==> config.mk <==
export PLATFORM = sky130hd
export DESIGN_NAME = dma_chain_ctrl
export DESIGN_NICKNAME = d
export VERILOG_FILES = /design/src/rtl/dma_chain_pkg.sv /design/src/rtl/dma_chain_path.sv /design/src/rtl/dma_chain_fsm.sv /design/src/rtl/dma_chain_ctrl.sv
export SDC_FILE = /design/constraint.sdc
export NUM_CORES = 1
export LEC_CHECK = 0
export CAP_MARGIN = 25
export CORE_ASPECT_RATIO = 1.1
export CORE_UTILIZATION = 40
export DETAILED_ROUTE_END_ITERATION = 8
export GPL_TIMING_DRIVEN = 0
export PLACE_DENSITY = 0.82
export SYNTH_ARGS = -nofsm -noshare
export SYNTH_HDL_FRONTEND = slang
export SYNTH_SLANG_ARGS = --single-unit
==> constraint.sdc <==
create_clock -name clk -period 1.6 [get_ports clk]
set_input_delay 0.16 -clock clk [delete_from_list [all_inputs] [get_ports clk]]
set_output_delay 0.16 -clock clk [all_outputs]
set_load 0.03 [all_outputs]
==> src/rtl/dma_chain_pkg.sv <==
package dma_chain_pkg;
  localparam int REG_W   = 32;
  localparam int ALIGN_W = 5;
  localparam int RADDR_W = 2;

  localparam logic [RADDR_W-1:0] A_MODE = 2'd0;
  localparam logic [RADDR_W-1:0] A_STAT = 2'd1;
  localparam logic [RADDR_W-1:0] A_CUR  = 2'd2;
  localparam logic [RADDR_W-1:0] A_CMD  = 2'd3;

  localparam int M_CHAIN   = 0;
  localparam int M_EOTEN   = 1;
  localparam int M_ERRMASK = 2;

  localparam int S_TE   = 7;
  localparam int S_BUSY = 2;
  localparam int S_EOS  = 1;
  localparam int S_EOC  = 0;

  localparam int D_SNOOP = 4;
  localparam int D_SEGEN = 3;
  localparam int D_LAST  = 0;

  localparam logic [REG_W-1:0] CUR_MASK = {REG_W{1'b1}} << D_SEGEN;
  localparam logic [REG_W-1:0] NXT_MASK = CUR_MASK | (REG_W'(1) << D_LAST);

  typedef struct packed {
    logic loadNext;
    logic promote;
    logic segDone;
    logic chainDone;
    logic errHit;
  } ctlStrobe_t;

  typedef enum logic [1:0] {ST_IDLE, ST_FETCH, ST_KICK, ST_WAIT} chanState_t;
endpackage

==> src/rtl/dma_chain_path.sv <==
module dma_chain_path
  import dma_chain_pkg::*;
(
  input  logic               clk,
  input  logic               rstN,
  input  logic               regWrEn,
  input  logic [RADDR_W-1:0] regAddr,
  input  logic [REG_W-1:0]   regWrData,
  input  logic [REG_W-1:0]   fetchData,
  input  ctlStrobe_t         strobe,
  input  logic               busy,
  output logic               chainMode,
  output logic               isLast,
  output logic               errFlag,
  output logic [REG_W-1:0]   regRdData,
  output logic [REG_W-1:0]   fetchAddr,
  output logic               irq
);
  logic [REG_W-1:0] curQ, nxtQ;
  logic chainQ, eotEnQ, maskQ;
  logic teQ, eosQ, eocQ;
  logic wrMode, wrStat, wrCur;

  assign wrMode = regWrEn && (regAddr == A_MODE);
  assign wrStat = regWrEn && (regAddr == A_STAT);
  assign wrCur  = regWrEn && (regAddr == A_CUR) && !busy;

  always_ff @(posedge clk) begin
    if (!rstN) begin
      curQ <= '0;
      nxtQ <= '0;
      chainQ <= 1'b0;
      eotEnQ <= 1'b0;
      maskQ <= 1'b0;
      teQ <= 1'b0;
      eosQ <= 1'b0;
      eocQ <= 1'b0;
    end else begin
      if (wrMode) begin
        chainQ <= regWrData[M_CHAIN];
        eotEnQ <= regWrData[M_EOTEN];
        maskQ  <= regWrData[M_ERRMASK];
      end
      if (strobe.promote) curQ <= nxtQ & CUR_MASK;
      else if (wrCur)     curQ <= regWrData & CUR_MASK;
      if (strobe.loadNext) nxtQ <= fetchData & NXT_MASK;
      teQ  <= (teQ  & ~(wrStat & regWrData[S_TE]))  | (strobe.errHit & ~maskQ);
      eosQ <= (eosQ & ~(wrStat & regWrData[S_EOS])) | (strobe.segDone & curQ[D_SEGEN]);
      eocQ <= (eocQ & ~(wrStat & regWrData[S_EOC])) | (strobe.chainDone & eotEnQ);
    end
  end

  always_comb begin
    regRdData = '0;
    case (regAddr)
      A_MODE: begin
        regRdData[M_CHAIN]   = chainQ;
        regRdData[M_EOTEN]   = eotEnQ;
        regRdData[M_ERRMASK] = maskQ;
      end
      A_STAT: begin
        regRdData[S_TE]   = teQ;
        regRdData[S_BUSY] = busy;
        regRdData[S_EOS]  = eosQ;
        regRdData[S_EOC]  = eocQ;
      end
      A_CUR:   regRdData = curQ;
      default: regRdData = nxtQ;
    endcase
  end

  assign chainMode = chainQ;
  assign isLast    = nxtQ[D_LAST];
  assign errFlag   = teQ;
  assign fetchAddr = {curQ[REG_W-1:ALIGN_W], {ALIGN_W{1'b0}}};
  assign irq       = (teQ & ~maskQ) | eosQ | (eocQ & eotEnQ);
endmodule

==> src/rtl/dma_chain_fsm.sv <==
module dma_chain_fsm
  import dma_chain_pkg::*;
(
  input  logic       clk,
  input  logic       rstN,
  input  logic       startCmd,
  input  logic       haltCmd,
  input  logic       chainMode,
  input  logic       isLast,
  input  logic       fetchAck,
  input  logic       moverDone,
  input  logic       moverErr,
  output ctlStrobe_t strobe,
  output logic       busy,
  output logic       fetchReq,
  output logic       moverStart
);
  chanState_t stateQ, stateD;
  logic haltPend;

  always_comb begin
    stateD = stateQ;
    strobe = '0;
    case (stateQ)
      ST_IDLE:  if (startCmd) stateD = chainMode ? ST_FETCH : ST_KICK;
      ST_FETCH: if (fetchAck) begin
        strobe.loadNext = 1'b1;
        stateD = ST_KICK;
      end
      ST_KICK:  stateD = ST_WAIT;
      ST_WAIT:  if (moverDone) begin
        if (moverErr) begin
          strobe.errHit = 1'b1;
          stateD = ST_IDLE;
        end else begin
          strobe.segDone = 1'b1;
          if (!chainMode || isLast) begin
            strobe.chainDone = 1'b1;
            stateD = ST_IDLE;
          end else begin
            strobe.promote = 1'b1;
            stateD = (haltPend || haltCmd) ? ST_IDLE : ST_FETCH;
          end
        end
      end
      default: stateD = ST_IDLE;
    endcase
  end

  always_ff @(posedge clk) begin
    if (!rstN) begin
      stateQ <= ST_IDLE;
      haltPend <= 1'b0;
    end else begin
      stateQ <= stateD;
      if (stateQ == ST_IDLE) haltPend <= 1'b0;
      else if (haltCmd)      haltPend <= 1'b1;
    end
  end

  assign busy       = (stateQ != ST_IDLE);
  assign fetchReq   = (stateQ == ST_FETCH);
  assign moverStart = (stateQ == ST_KICK);
endmodule

==> src/rtl/dma_chain_ctrl.sv <==
module dma_chain_ctrl
  import dma_chain_pkg::*;
(
  input  logic               clk,
  input  logic               rstN,
  input  logic               regWrEn,
  input  logic [RADDR_W-1:0] regAddr,
  input  logic [REG_W-1:0]   regWrData,
  output logic [REG_W-1:0]   regRdData,
  output logic               fetchReq,
  output logic [REG_W-1:0]   fetchAddr,
  input  logic               fetchAck,
  input  logic [REG_W-1:0]   fetchData,
  output logic               moverStart,
  input  logic               moverDone,
  input  logic               moverErr,
  output logic               irq
);
  ctlStrobe_t strobe;
  logic busyNow, chainMode, isLast, errFlag, startCmd, haltCmd;

  assign startCmd = regWrEn && (regAddr == A_CMD) && regWrData[0];
  assign haltCmd  = regWrEn && (regAddr == A_CMD) && regWrData[1];

  dma_chain_fsm u_fsm (
    .clk(clk), .rstN(rstN), .startCmd(startCmd), .haltCmd(haltCmd),
    .chainMode(chainMode), .isLast(isLast), .fetchAck(fetchAck),
    .moverDone(moverDone), .moverErr(moverErr), .strobe(strobe),
    .busy(busyNow), .fetchReq(fetchReq), .moverStart(moverStart)
  );

  dma_chain_path u_path (
    .clk(clk), .rstN(rstN), .regWrEn(regWrEn), .regAddr(regAddr),
    .regWrData(regWrData), .fetchData(fetchData), .strobe(strobe),
    .busy(busyNow), .chainMode(chainMode), .isLast(isLast),
    .errFlag(errFlag), .regRdData(regRdData), .fetchAddr(fetchAddr), .irq(irq)
  );
endmodule

==> results.txt <==
Status - completed
GRT overflow - 0
Post-synthesis instance total - 423
Net count reported at finish - 654
DP Wirelength - 7640 um
Maximum number of pins on one net before global-route repair - 12
Number of top-level pins - 139
Input/output buffers - 131
Number of levels the H-tree was split into - 3
Total chip power - 0.00488 W
Slowest CP cell - sky130_fd_sc_hd__dfxtp_2
Aggregate negative setup slack - 0 ps
Synth cell count leaders - 68 x sky130_fd_sc_hd__dfxtp_1, 67 x sky130_fd_sc_hd__nand2_1, 61 x sky130_fd_sc_hd__mux2i_1
Type of the tightest min-delay check - primary input to flop
Number of vias per cell after detailed routing - 5.02
Total Wirelength - 10700 um
Final std cell area, no fill - 0.00538 mm2
Top layer in use - met4
CTS root buffer - sky130_fd_sc_hd__clkbuf_8
DIE AREA - 0.00934 mm2
Largest area contributor in the synthesized netlist - sky130_fd_sc_hd__dfxtp_1
Worst EP arrival - 1420 ps
Leakage - 2.52 nW
Final critical delay including setup and external delays - 1580 ps
Peak supply drop - 525 uV
CP required - 1440 ps
Number of distinct library cells after synthesis - 33
RSZ-0062 raised after global routing - yes
Die boundary width - 92.2 um
Remaining DRCs - 0
Number of DRC violations after detailed-routing iteration 0 - 122
DP Area - 0.00505 mm2
Worst slew margin relative to its limit - 0.529
Setup-violating endpoint count in the final report - 0
Worst Setup Path Type - flop to output port
Met1 wire length - 4460 um
Post-route clock period utilization - 0.990
Most used flip-flop cell after synthesis - sky130_fd_sc_hd__dfxtp_1
Launching element type of the critical path - flop
Critical path capture point type - output port
Routed Antenna Nets - 0
CTS tree - yes
Area grow syn2layout - 50.1%
Maximum net fanout on the critical path - 4
Register bit total from synthesis - 68
Cell-by-cell listing of the critical path - inv_2, ha_4, buf_12, a211oi_2, buf_4
Maximum clock skew at final layout - 5.84 ps
Number of fill cells in the layout - 753
Register area share after synthesis - 0.380
Max Clock Freq - 0.631 GHz
Routed wl met3 - 636 um
Worst-case hold slack - 368 ps
Endpoints failing hold - 0
Average footprint of a synthesized cell - 8.47 um2
Die boundary height - 101 um
Count leader, synth - sky130_fd_sc_hd__dfxtp_1
Core Region - 0.00854 mm2
Amount of wire on met2 after detailed routing - 5440 um
Cells taking the most area after synthesis - sky130_fd_sc_hd__dfxtp_1 38%, sky130_fd_sc_hd__mux2i_1 17%, sky130_fd_sc_hd__nand2_1 7.0%
End-of-flow core utilization - 0.629
Largest stage delay on the critical path - 360 ps
Fraction of synthesized cell area taken by the top area cell type - 0.380
Vias after detailed routing - 3482
Total power density per cell area - 909 mW/mm2
Number of synthesis warnings - 0
First-pass GRT wire length - 16300 um
Ant. Diodes - 0
Number of standard-cell rows in the floorplan - 35
Final count of pins violating max slew - 0
Number of antenna violations at the first check in global routing - 0
Total clock buffers created by CTS - 9
Transition at the pin with the smallest max-transition slack - 707 ps
Clock net sink count - 68
GRT Total Usage - 0.222
Fraction of synthesis flops using an asynchronous set or reset pin - 0
Number of flops mapped to enable cells by yosys - 0
Max clock buf depth - 2
Post-synthesis instance area - 0.00358 mm2
Clock edge transition at the registers on the reported setup and hold paths - 70 ps
Vias in the first global route - 3426
Initial standard-cell utilization of the core - 0.419
DR pass1 iterations - 4
Layout cells sized above 1 - 0.237
Post-DR wirelength/cell - 15.5 um
Max-capacitance violation count - 0
Clk Latency, worst-skew pair - 340 ps
Final weighted congestion in routability-driven placement - 0.904
==> cells by family (layout without fill, tap and decap cells) <==
kind of cell | Yosys count | count (layout) | synth area share
buf+inv | 68 | 224 | 0.114
mux | 62 | 62 | 0.174
fa+ha+maj | 4 | 4 | 0.0140
simple gates | 148 | 148 | 0.187
compound gates | 72 | 72 | 0.130
flops | 68 | 68 | 0.380
other cells | 1 | 5 | 0.00105
==> registers in the layout (all words and copies together), names as in the netlist <==
register and count:
u_path.errFlag 1, u_path.chainMode 1, u_path.nxtQ 30, u_path.maskQ 1
u_fsm.haltPend 1, u_path.eocQ 1, u_path.curQ 29, u_path.eosQ 1
u_path.eotEnQ 1, u_fsm.stateQ 2
==> report_power, final <==
group	switching [W]	internal, W
registers	0.000106	0.00182
logic	0.000768	0.000760
clock network	0.000625	0.000800
total	0.00150	0.00338
==> routing by layer <==
layer	track usage	vias to the layer above
met2	0.403	120
li1	-	1716
met1	0.263	1630
met4	0.0769	0
met3	0.0413	16
met5	0	-
==> worst max-delay path: cells and delay by family, from the launching register on <==
family                   cells  cell delay, ps
AO/OA/AOI/OAI                1             180
flip-flops                   1             360
buffers and inverters        3             370
adder cells (fa/ha/maj)      1             180
==> worst paths after layout <==
path	depth (start not counted)	to	slack (ps)	startpoint
max	5	regRdData[2]	20	u_fsm.stateQ[0]
min	3	u_path.nxtQ[24]	370	fetchData[24]
max reg2reg	6	u_path.curQ[15]	20	u_fsm.stateQ[1]
min reg2reg	2	u_path.nxtQ[17]	470	u_path.nxtQ[17]
==> cell usage in the layout (no fill, tap or decap), types with 3 or more instances in the layout <==
master and count:
sky130_fd_sc_hd__buf_4 49, sky130_fd_sc_hd__a21oi_1 32, sky130_fd_sc_hd__a211oi_2 13, sky130_fd_sc_hd__mux2i_1 58, sky130_fd_sc_hd__nand2b_1 3, sky130_fd_sc_hd__clkbuf_1 6
sky130_fd_sc_hd__inv_1 3, sky130_fd_sc_hd__nand2_1 67, sky130_fd_sc_hd__buf_6 5, sky130_fd_sc_hd__clkbuf_8 14, sky130_fd_sc_hd__dfxtp_1 66, sky130_fd_sc_hd__buf_2 23
sky130_fd_sc_hd__conb_1 5, sky130_fd_sc_hd__clkdlybuf4s50_1 67, sky130_fd_sc_hd__a211oi_1 17, sky130_fd_sc_hd__clkbuf_2 8, sky130_fd_sc_hd__dlygate4sd2_1 29, sky130_fd_sc_hd__mux2i_2 3
sky130_fd_sc_hd__nor2b_1 27, sky130_fd_sc_hd__nor2_1 39
==> area by class of cell <==
class	count	area, um2	share of cell area
Buffer	62	472	0.0878
Clock buffer	12	155	0.0289
Clock inverter	4	47.5	0.00885
Inverter	6	25.0	0.00466
Multi-Input combinational cell	291	1930	0.359
Sequential cell	68	1370	0.254
Tap cell	111	139	0.0258
Timing Repair Buffer	140	1240	0.231
==> metrics by stage <==
step                      instances  setup WS [ps]
after floorplan                 427           39.1
after global placement          669           -990
after detailed placement        669          -1020
after CTS                       691          -27.2
after global routing            694          -44.7
final                           694           16.3
==> repair_timing <==
item	CTS	global route
hold buffers	0	0
pin swaps	1	5
endpoints found under the setup margin	88	82
resized for setup	216	40
buffers inserted	6	3
Note: power is estimated with default switching activity, not from simulation.
